**src/rtl/video_timing_pkg.sv**
```systemverilog
package video_timing_pkg;
  typedef struct packed {
    logic hEnd;   // horizontal counter at last pixel of line
    logic vEnd;   // vertical counter at last line of frame
    logic fEnd;   // frame counter at last frame index
  } rasterStrobes_t;
endpackage

```
**src/rtl/raster_ctrl.sv**
```systemverilog
module raster_ctrl
  import video_timing_pkg::*;
#(
  parameter int HW        = 11,
  parameter int VW        = 10,
  parameter int FW        = 6,
  parameter int H_TOTAL   = 1650,
  parameter int V_TOTAL   = 750,
  parameter int FRAME_MOD = 60
) (
  input  logic [HW-1:0]  hCount,
  input  logic [VW-1:0]  vCount,
  input  logic [FW-1:0]  frameCount,
  output rasterStrobes_t strobes
);
  localparam logic [HW-1:0] H_LAST = HW'(H_TOTAL - 1);
  localparam logic [VW-1:0] V_LAST = VW'(V_TOTAL - 1);
  localparam logic [FW-1:0] F_LAST = FW'(FRAME_MOD - 1);

  always_comb begin
    strobes.hEnd = (hCount == H_LAST);
    strobes.vEnd = (vCount == V_LAST);
    strobes.fEnd = (frameCount == F_LAST);
  end
endmodule

```
**src/rtl/raster_decode.sv**
```systemverilog
module raster_decode #(
  parameter int HW       = 11,
  parameter int VW       = 10,
  parameter int H_ACTIVE = 1280,
  parameter int H_FRONT  = 110,
  parameter int H_SYNC   = 40,
  parameter int V_ACTIVE = 720,
  parameter int V_FRONT  = 5,
  parameter int V_SYNC   = 5
) (
  input  logic [HW-1:0] hPos,
  input  logic [VW-1:0] vPos,
  output logic          activeFlag,
  output logic          hSyncFlag,
  output logic          vSyncFlag
);
  localparam logic [HW-1:0] H_VIS_END  = HW'(H_ACTIVE);
  localparam logic [HW-1:0] H_SYNC_BEG = HW'(H_ACTIVE + H_FRONT);
  localparam logic [HW-1:0] H_SYNC_END = HW'(H_ACTIVE + H_FRONT + H_SYNC);
  localparam logic [VW-1:0] V_VIS_END  = VW'(V_ACTIVE);
  localparam logic [VW-1:0] V_SYNC_BEG = VW'(V_ACTIVE + V_FRONT);
  localparam logic [VW-1:0] V_SYNC_END = VW'(V_ACTIVE + V_FRONT + V_SYNC);

  always_comb begin
    activeFlag = (hPos < H_VIS_END) && (vPos < V_VIS_END);
    hSyncFlag  = (hPos >= H_SYNC_BEG) && (hPos < H_SYNC_END);
    vSyncFlag  = (vPos >= V_SYNC_BEG) && (vPos < V_SYNC_END);
  end
endmodule

```
**src/rtl/raster_datapath.sv**
```systemverilog
module raster_datapath
  import video_timing_pkg::*;
#(
  parameter int HW       = 11,
  parameter int VW       = 10,
  parameter int FW       = 6,
  parameter int H_ACTIVE = 1280,
  parameter int H_FRONT  = 110,
  parameter int H_SYNC   = 40,
  parameter int V_ACTIVE = 720,
  parameter int V_FRONT  = 5,
  parameter int V_SYNC   = 5
) (
  input  logic           clk,
  input  logic           rst,
  input  rasterStrobes_t strobes,
  output logic [HW-1:0]  hCount,
  output logic [VW-1:0]  vCount,
  output logic [FW-1:0]  frameCount,
  output logic           hSync,
  output logic           vSync,
  output logic           activeDraw,
  output logic           newFrame
);
  logic [HW-1:0] hNext;
  logic [VW-1:0] vNext;
  logic [FW-1:0] fNext;
  logic          wrapNext;
  logic          activeNext, hSyncNext, vSyncNext;

  // next raster position, driven by control strobes
  always_comb begin
    hNext    = strobes.hEnd ? '0 : hCount + 1'b1;
    vNext    = vCount;
    fNext    = frameCount;
    wrapNext = strobes.hEnd && strobes.vEnd;
    if (strobes.hEnd) vNext = strobes.vEnd ? '0 : vCount + 1'b1;
    if (wrapNext)     fNext = strobes.fEnd ? '0 : frameCount + 1'b1;
  end

  // flags decoded from the next position so they align with the counters
  raster_decode #(
    .HW(HW), .VW(VW),
    .H_ACTIVE(H_ACTIVE), .H_FRONT(H_FRONT), .H_SYNC(H_SYNC),
    .V_ACTIVE(V_ACTIVE), .V_FRONT(V_FRONT), .V_SYNC(V_SYNC)
  ) u_decode (
    .hPos(hNext),
    .vPos(vNext),
    .activeFlag(activeNext),
    .hSyncFlag(hSyncNext),
    .vSyncFlag(vSyncNext)
  );

  always_ff @(posedge clk) begin
    if (rst) begin
      hCount     <= '0;
      vCount     <= '0;
      frameCount <= '0;
      hSync      <= 1'b0;
      vSync      <= 1'b0;
      activeDraw <= 1'b0;
      newFrame   <= 1'b0;
    end else begin
      hCount     <= hNext;
      vCount     <= vNext;
      frameCount <= fNext;
      hSync      <= hSyncNext;
      vSync      <= vSyncNext;
      activeDraw <= activeNext;
      newFrame   <= wrapNext;
    end
  end
endmodule

```
**src/rtl/video_timing_gen.sv**
```systemverilog
module video_timing_gen
  import video_timing_pkg::*;
#(
  parameter int HW        = 11,
  parameter int VW        = 10,
  parameter int FW        = 6,
  parameter int H_ACTIVE  = 1280,
  parameter int H_FRONT   = 110,
  parameter int H_SYNC    = 40,
  parameter int H_BACK    = 220,
  parameter int V_ACTIVE  = 720,
  parameter int V_FRONT   = 5,
  parameter int V_SYNC    = 5,
  parameter int V_BACK    = 20,
  parameter int FRAME_MOD = 60
) (
  input  logic          clk,
  input  logic          rst,
  output logic [HW-1:0] hCount,
  output logic [VW-1:0] vCount,
  output logic          hSync,
  output logic          vSync,
  output logic          activeDraw,
  output logic          newFrame,
  output logic [FW-1:0] frameCount
);
  localparam int H_TOTAL = H_ACTIVE + H_FRONT + H_SYNC + H_BACK;
  localparam int V_TOTAL = V_ACTIVE + V_FRONT + V_SYNC + V_BACK;

  rasterStrobes_t strobes;

  raster_ctrl #(
    .HW(HW), .VW(VW), .FW(FW),
    .H_TOTAL(H_TOTAL), .V_TOTAL(V_TOTAL), .FRAME_MOD(FRAME_MOD)
  ) u_ctrl (
    .hCount(hCount),
    .vCount(vCount),
    .frameCount(frameCount),
    .strobes(strobes)
  );

  raster_datapath #(
    .HW(HW), .VW(VW), .FW(FW),
    .H_ACTIVE(H_ACTIVE), .H_FRONT(H_FRONT), .H_SYNC(H_SYNC),
    .V_ACTIVE(V_ACTIVE), .V_FRONT(V_FRONT), .V_SYNC(V_SYNC)
  ) u_dp (
    .clk(clk),
    .rst(rst),
    .strobes(strobes),
    .hCount(hCount),
    .vCount(vCount),
    .frameCount(frameCount),
    .hSync(hSync),
    .vSync(vSync),
    .activeDraw(activeDraw),
    .newFrame(newFrame)
  );
endmodule

```
**config.mk**
```make
export PLATFORM = sky130hd
export DESIGN_NAME = video_timing_gen
export DESIGN_NICKNAME = d
export VERILOG_FILES = /design/src/rtl/video_timing_pkg.sv /design/src/rtl/raster_ctrl.sv /design/src/rtl/raster_decode.sv /design/src/rtl/raster_datapath.sv /design/src/rtl/video_timing_gen.sv
export SDC_FILE = /design/constraint.sdc
export NUM_CORES = 1
export LEC_CHECK = 0
export ABC_AREA = 1
export CORE_MARGIN = 8
export CORE_UTILIZATION = 50
export DETAILED_ROUTE_END_ITERATION = 10
export PLACE_DENSITY = 0.82
export SLEW_MARGIN = 20
export SYNTH_ARGS = -nofsm -noshare
export SYNTH_HDL_FRONTEND = slang
export SYNTH_SLANG_ARGS = --single-unit
```
**constraint.sdc**
```tcl
create_clock -name clk -period 2.2 [get_ports clk]
set_clock_uncertainty 0.1 [all_clocks]
set_input_delay 0.44 -clock clk [delete_from_list [all_inputs] [get_ports clk]]
set_output_delay 0.44 -clock clk [all_outputs]
set_load 0.005 [all_outputs]
```
-- Word-level counts from Yosys, hierarchy flattened
Cells that the tools add are included.
- bits in registers: 31
- bits in latches: 0
- bits in writable memories: 0
- memory bits (read-only): 0
- input bits: 2
- output and inout bits: 31
- memories: 0
- add/subtract/negate cells: 3
- multipliers: 0
- div/mod/pow operators: 0
- $lt $le $gt $ge: 6
- eq/ne operators: 3
- shifts and indexed selects: 0
- mux-type cells: 4
- bitwise logic cells: 0
- reductions and logical operators: 4
- operators with widths (cell ; number):
    11-bit < comparator (second input constant) ; 2
    10-bit < comparator (second input constant) ; 2
    10-bit two-way mux ; 2
    11-bit by 1-bit adder with 11-bit output (second input constant) ; 1
    11-bit equality test (second input constant) ; 1
    11-bit >= comparator (second input constant) ; 1
    11-bit two-way mux ; 1
    10-bit by 1-bit adder with 10-bit output (second input constant) ; 1
    10-bit equality test (second input constant) ; 1
    10-bit >= comparator (second input constant) ; 1
    6-bit by 1-bit adder with 6-bit output (second input constant) ; 1
    6-bit equality test (second input constant) ; 1
    6-bit two-way mux ; 1
    1-bit logical AND ; 4

-- Depth between registers and ports, before layout
Gate-level depths: netlist (run 1).
- depth in word-level cells: 5
- gate-level depth with buffers: 13
- gate-level depth less buffers: 13

-- Cells and area by module
From an unflattened synthesis (run 1), not the netlist that was laid out.
- cells, all modules: 264
- area, all modules: 1737.9 µm²
- by module, submodules not included (module ; instances ; cells each ; area each (µm²)):
    raster_datapath ; 1 ; 207 ; 1490.2
    raster_decode ; 1 ; 31 ; 135.1
    raster_ctrl ; 1 ; 26 ; 112.6

-- Least setup slack after synthesis (run 1)
OpenSTA, ideal clock, no wires.
- path type: register to register
- start: register u_dp.hCount[0]
- end: register u_dp.activeDraw
- setup time: 0.112 ns
- arrival time: 1.493 ns
- data required time: 1.988 ns
- slack: 0.495 ns
- stages on the path, launching flop included: 9
- period minus slack after synthesis: 1.705 ns
- cell sequence: dfxtp_1 -> ha_1 -> nor3b_4 -> nand3b_4 -> nand2_1 -> a21boi_1 -> nand3_1 -> nor2_1 -> nor2_1
- cells in the longest elaborated chain, start to end: 4
- elaborated cells on any way between the ends: 7
- classes of those cells: 1 x add/sub; 2 x order compare; 1 x eq/ne; 2 x mux; 1 x reduce/logical
- ends and longest elaborated chain (element ; line ; RTL):
    start: declaration ; raster_datapath.sv:17 ; output logic [HW-1:0] hCount,
    start signal: assignment ; raster_datapath.sv:64 ; hCount <= hNext;
    11-bit by 1-bit adder with 11-bit output or 11-bit equality test (tied branches) ; raster_datapath.sv:33, raster_ctrl.sv:21 ;
    11-bit two-way mux or 10-bit two-way mux (tied branches) ; raster_datapath.sv:33, raster_datapath.sv:37 ;
    11-bit < comparator or 10-bit < comparator (tied branches) ; raster_decode.sv:25 ; activeFlag = (hPos < H_VIS_END) && (vPos < V_VIS_END);
    1-bit logical AND (*) ; raster_decode.sv:25 ;
    end signal: assignment ; raster_datapath.sv:69 ; activeDraw <= activeNext;
    end: declaration ; raster_datapath.sv:22 ; output logic activeDraw,
Every way passes the cells marked *; elsewhere a longest branch is shown, timed or not.
A chain may end at the register's enable or synchronous reset.

-- Worst setup path after layout (run 1)
- start: register u_dp.hCount[0]
- end: register u_dp.vSync
- cells in the longest elaborated chain, start to end: 4
- elaborated cells on any way between the ends: 5
- classes of those cells: 2 x order compare; 1 x eq/ne; 1 x mux; 1 x reduce/logical
- ends and longest elaborated chain (element ; line ; RTL):
    11-bit equality test (*) ; raster_ctrl.sv:21 ; strobes.hEnd = (hCount == H_LAST);
    10-bit two-way mux (*) ; raster_datapath.sv:37 ; if (strobes.hEnd) vNext = strobes.vEnd ? '0 : vCount + 1'b1;
    10-bit >= comparator or 10-bit < comparator (tied branches) ; raster_decode.sv:27 ; vSyncFlag = (vPos >= V_SYNC_BEG) && (vPos < V_SYNC_END);
    1-bit logical AND (*) ; raster_decode.sv:27 ;
    end signal: assignment ; raster_datapath.sv:68 ; vSync <= vSyncNext;
    end: declaration ; raster_datapath.sv:21 ; output logic vSync,
Marks and branches as above.

==> results of run 1 <==
per-layer routing:
metal,GRT usage,share of wire,wire (um),vias up
met5,0,0,0,-
met4,0.09273,0.017,85,0
met3,0.03941,0.063,320,7
met2,0.2741,0.48,2410,59
met1,0.1952,0.44,2230,929
li1,-,-,-,1036
cell usage in the layout, fill, tap and decap left out, drive strengths merged:
cell / n
nand3b: 5
nor4: 1
clkbuf: 8
nor2: 57
nand2: 76
nor3: 6
xor2: 4
clkdlybuf4s50: 32
nand3: 40
inv: 36
or2: 2
o21ai: 11
ha: 5
dfxtp: 31
a21boi: 1
xnor2: 2
clkinv: 1
nor3b: 2
buf: 4
nand4: 10
a21oi: 4
synth_stat cells, drive strengths merged:
cell,n,share of area
nor3,6,0.015
inv,36,0.066
buf,4,0.017
clkinv,1,0.0043
a21boi,1,0.0037
nand3,40,0.12
nor2,57,0.14
nand3b,5,0.031
a21oi,4,0.0098
dfxtp,31,0.30
xor2,4,0.017
nand2,76,0.14
clkbuf,2,0.0037
xnor2,2,0.0086
nor3b,2,0.015
or2,2,0.0061
nor4,1,0.0031
nand4,10,0.034
ha,5,0.031
o21ai,11,0.029
cell type report:
cell class	instances	area, um^2	share of cell area
clock buffers	8	100.1	0.03982
inverters	37	143.9	0.05724
well taps	50	62.56	0.02489
multi-input cells	226	1236	0.4918
flip-flops and latches	31	620.6	0.2469
repair buffers	36	350.3	0.1394
where the power goes:
group	switching, mW	internal, mW	total [mW]
clock	0.209	0.285	0.494
sequential	0.00884	0.567	0.576
combinational	0.0282	0.0253	0.0535
total	0.246	0.877	1.12
kinds of logic (layout without fill, tap and decap cells):
kind of cell | count (synthesis) | count (layout) | share of synthesized area
buffers and inverters | 43 | 81 | 0.09124
and+or+nand+nor | 199 | 199 | 0.5064
xor gates and xnor gates | 6 | 6 | 0.02572
adders and majority gates | 5 | 5 | 0.03062
AOI/OAI and AO/OA | 16 | 16 | 0.04225
DFF | 31 | 31 | 0.3037
worst max path at each step:
stage,startpoint,endpoint,cells after the start
after floorplan,u_dp.hCount[0],u_dp.activeDraw,8
after global placement,u_dp.hCount[0],u_dp.activeDraw,9
after detailed placement,u_dp.hCount[0],u_dp.vSync,10
after CTS,u_dp.hCount[0],u_dp.vSync,10
after global routing,u_dp.hCount[0],u_dp.activeDraw,9
final,u_dp.hCount[0],u_dp.vSync,10
flip-flops by register name (all words and copies together), names as in the netlist:
name,flops
u_dp.activeDraw,1
u_dp.frameCount,6
u_dp.hCount,11
u_dp.hSync,1
u_dp.newFrame,1
u_dp.vCount,10
u_dp.vSync,1
through the flow:
stage / hold slack [ps] / std cells
2_1_floorplan: 403.8 / 300
3_3_place_gp: 414.3 / 380
3_5_place_dp: 414.6 / 380
4_1_cts: 423.5 / 388
5_1_grt: 472.6 / 388
6_report: 422.6 / 388
worst max-delay path: stages, from the launching register on:
cell      delay, ps
dfxtp_1         410
ha_1            230
nor3b_4         270
nand3b_4        240
nand2_1         160
nand2_1         110
nor2_2          140
inv_1            60
nor2_2           70
nand2_1          60
nor2_2           70
==> results.md, run 1 <==
* Setup Slack @ Placement at between 200 and 250 ps
* Sequential share of the synthesized area at 0.3037
* Global-route wire length before repair at approximately 8700 um
* Tot Pwr at between 1 and 1.5 mW
* Setup TNS at 0 ps
* Vias per cell at roughly 5.2
* Crit path time final at ~2000 ps
* Core area at between 3000 and 4000 um^2
* Worst Hold Launch: u_dp.frameCount[1]
* ANT cells at 0
* Leakage at 1.026 nW
* DP Area at between 2000 and 2500 um^2
* Num rows at 23
* Worst R2R Path Depth at 10
* CP required at roughly 2300 ps
* RSZ-0062 raised after global routing: no
* Crit Path Class: reg -> reg
* Largest net degree at the start of global routing at 22
* Initial Utilization at 0.5145
* Syn Area/Cell at 6.811 um^2
* Die area at between 6000 and 7000 um^2
* Clock transition at path regs at 60 ps
* Clock Tree Buf Depth at 2
* Pwr dens at ~450 nW/um^2
* Setup ws final at between 200 and 250 ps
* CP endpoint kind: flop
* Peak VDD IR at 0.0003001 V
* Hold Path Depth at 2
* Crit path max fanout at 18
* Synthesized area at between 2000 and 2500 um^2
* DP HPWL at a little under 4000 um
* Worst R2R Start: u_dp.hCount[0]
* I/O pin total at 33
* Final instance area at roughly 2500 um^2
* Initial antenna violation count at 0
* Post-DRT Antenna Nets at 0
* Worst skew pair latency at between 200 and 300 ps
* Clock tree sinks at 31
* Vias in the first global route at approximately 2000
* GR Overflow Total at 0
* Cells after Synth at 300
* Hold buffer count at cts at 0
* Post-CTS Setup Inserts at 0
* Crit path arrival time at 2110 ps
* Routability Congestion at approximately 0.95
* Final Cycle Share at 0.9008
* Final setup fails at 0
* H-tree Lvls at 2
* Layout cells sized above 1 at 0.1479
* Reg2reg setup slack at roughly 220 ps
* Detailed Route WL at between 5000 and 6000 um
* Die height at 79.93 um
* CTS resizes at 0
* Crit start category: flop
* CTS tree: built
* Max-slew violation count at 0
* Worst hold path endpoint: u_dp.frameCount[1]
* Initial DRC count at around 180
* Area growth from synthesis to layout at 23.03%
* Die X-Extent at roughly 80 um
* Outcome: completed
* Total track usage at 0.1673
* Cell variety after synth at 34
* Hold Fails Final Rpt at 0
* # DRC at 0
* Num CTS Buffers at 5
* Number of max-cap violations at 0
* Filler cells at slightly below 400
* Synth warn at 0
* Drt wl/cell at approximately 13 um
* Finished Core Util at 0.6330
* Mapped Nets at a little over 300
* Root Buffer Master: clkbuf_8
* Vias at 2031
* Layout Nets at 344
* Worst r2r dst: u_dp.vSync
* Fmax at 0.5046 GHz
* Flops & latches, synth at 31
* Drt pass-1 iters at 4
* Worst-Margin Slew at between 400 and 500 ps
* Min-Delay Path Class: reg -> reg
* IO Port Bufs at 32
* Slew HR at 0.7028
Power figures use the tool's default switching activity.
==> run 2, diff against run 1 <==
RECOVER_POWER = 50   (was default)
==> run 2 against run 1 <==
Net effect: clock power is essentially flat; first-iteration DRC count shrank 7.4%; non-clock buffer count is the same; global-route usage is the same; sequential share of layout area grew 0.16 points; total power shrank 0.12%; highest routed layer unchanged.
==> results.md, run 2 (synthesis results as in run 1) <==
* Outcome: completed (unchanged)
* Leading cell type in the layout, fill and taps excluded: nand2_1 (unchanged)
* Drt wl/cell at 13.04 um (was 13.01 um)
* Initial antenna violation count at 0 (unchanged)
* Clock tree sinks at 31 (unchanged)
* Vias at 2048 (was 2031)
* Cell Chain, Critical Path: ha_1, nand2_1, nor2_1, inv_1, o21ai_0, nand3_1, nor2_1, nand2_1, nand2_1, nand2_1, nor2_1 (was ha_1, nor3b_4, nand3b_4, nand2_1, nand2_1, nor2_2, inv_1, nor2_2, nand2_1, nor2_2)
* H-tree Lvls at 2 (unchanged)
* Filler cells at 395 (was 391)
* Final Cycle Share at 0.9016 (was 0.9008)
* Hold buffer count at cts at 0 (unchanged)
* Setup Slack @ Placement at 248.8 ps (unchanged)
* Pwr dens at 449.3 nW/um^2 (was 446.9 nW/um^2)
* Area occupied by multi-input gates at 1220 um^2 (was 1236 um^2)
* Slowest cell delay on critical path at 420 ps (was 410 ps)
* Register Area at 620.6 um^2 (unchanged)
* Max reg flops at 11 (unchanged)
* Crit Path Class: reg -> reg (unchanged)
* Top flop regs: u_dp.hCount: 11 flops, u_dp.vCount: 10 flops, u_dp.frameCount: 6 flops (unchanged)
* Number of max-cap violations at 0 (unchanged)
* Detailed Route WL at 5058 um (was 5046 um)
* Most frequent cells in the layout: nand2_1 (72), nor2_1 (46), nand3_1 (33), inv_1 (31), dfxtp_1 (31) (was nand2_1 (72), nor2_1 (44), nand3_1 (32), clkdlybuf4s50_1 (32))
* # DRC at 0 (unchanged)
* Area growth from synthesis to layout at 22.23% (was 23.03%)
* CP required at 2330 ps (about the same)
* Min-Delay Path Class: reg -> reg (unchanged)
* GR Overflow Total at 0 (unchanged)
* Finished Core Util at 0.6289 (was 0.6330)
* Crit path max-delay family: simple AND/OR/NAND/NOR gates (unchanged)
* Hold Fails Final Rpt at 0 (unchanged)
* Drt pass-1 iters at 4 (unchanged)
* Post-CTS Setup Inserts at 0 (unchanged)
* Clock transition at path regs at 60 ps (about the same)
* Non-Filler Instances at 388 (unchanged)
* Num rows at 23 (unchanged)
* Routability Congestion at 0.9520 (unchanged)
* Post-DRT Antenna Nets at 0 (unchanged)
* CTS resizes at 0 (unchanged)
* Final instance area at 2497 um^2 (was 2514 um^2)
* DP HPWL at 3892 um (unchanged)
* Layout Nets at 344 (unchanged)
* Tot Pwr at 1.122 mW (was 1.123 mW)
* Core area at 3971 um^2 (unchanged)
* Num CTS Buffers at 5 (unchanged)
* Crit-path most repeated cell: nand2_1
* Initial Utilization at 0.5145 (unchanged)
* Crit path time final at 1983 ps (was 1982 ps)
* Crit path arrival time at 2110 ps (about the same)
* ANT cells at 0 (unchanged)
* IO Port Bufs at 32 (unchanged)
* Slowest CP cell: dfxtp_1 (unchanged)
* RSZ-0062 raised after global routing: no (unchanged)
* Worst skew pair latency at 280 ps (about the same)
* CP endpoint kind: flop (unchanged)
* Dpl cells at 380 (unchanged)
* Setup ws final at 216.5 ps (was 218.2 ps)
* Worst-Margin Slew at 434.5 ps (was 441.1 ps)
* Hold_ws at 421.1 ps (was 422.6 ps)
* Die height at 79.93 um (unchanged)
* Vias in the first global route at 1997 (unchanged)
* Max-slew violation count at 0 (unchanged)
* Leakage at 1.049 nW (was 1.026 nW)
* Total track usage at 0.1673 (unchanged)
* Crit path buf inv count at 1 (unchanged)
* CTS tree: built (unchanged)
* Crit path max fanout at 6 (was 18)
* Vias per cell at 5.278 (was 5.235)
* Clock Tree Buf Depth at 2 (unchanged)
* Largest net degree at the start of global routing at 22 (unchanged)
* DP Area at 2414 um^2 (unchanged)
* I/O pin total at 33 (unchanged)
* Crit start category: flop (unchanged)
* Final setup fails at 0 (unchanged)
* Die X-Extent at 79.93 um (unchanged)
* Setup TNS at 0 ps (unchanged)
* Root Buffer Master: clkbuf_8 (unchanged)
* Initial DRC count at 162 (was 175)
* Peak VDD IR at 0.0003011 V (was 0.0003001 V)
* Die area at 6388 um^2 (unchanged)
* Fmax at 0.5042 GHz (was 0.5046 GHz)
* Global-route wire length before repair at 8652 um (unchanged)
* Slew HR at 0.7073 (was 0.7028)
* Layout cells sized above 1 at 0.1361 (was 0.1479)
* Largest reg by FF count: u_dp.hCount (unchanged)
run 2: report_power, final:
group	internal, mW	switching [mW]	total (mW)
combinational	0.0241	0.0280	0.0521
clock	0.285	0.209	0.494
sequential	0.567	0.00876	0.576
total	0.876	0.246	1.12
run 2: worst min-delay path, delay by kind of cell (launching register included):
kind / cells / cell delay [ps]
AND/OR/NAND/NOR: 2 / 140
flip-flops: 1 / 340
run 2: per-layer routing:
layer / share of wire / global-route usage
met5: 0 / 0
met4: 0.022 / 0.09273
met3: 0.067 / 0.03941
met2: 0.47 / 0.2741
met1: 0.44 / 0.1952
run 2: final timing paths:
kind | from | endpoint | slack (ps) | cells past startpoint
worst max register to register | u_dp.hCount[0] | u_dp.hSync | 220 | 11
worst max-delay path | u_dp.hCount[0] | u_dp.hSync | 220 | 11
worst min-delay path | u_dp.frameCount[1] | u_dp.frameCount[1] | 420 | 2
worst min register to register | u_dp.frameCount[1] | u_dp.frameCount[1] | 420 | 2
run 2: area by class of cell:
type,count,share of cell area
Clock buffer,8,0.04008
Inverter,37,0.05762
Multi-Input combinational cell,226,0.4885
Sequential cell,31,0.2485
Tap cell,50,0.02505
Timing Repair Buffer,36,0.1403
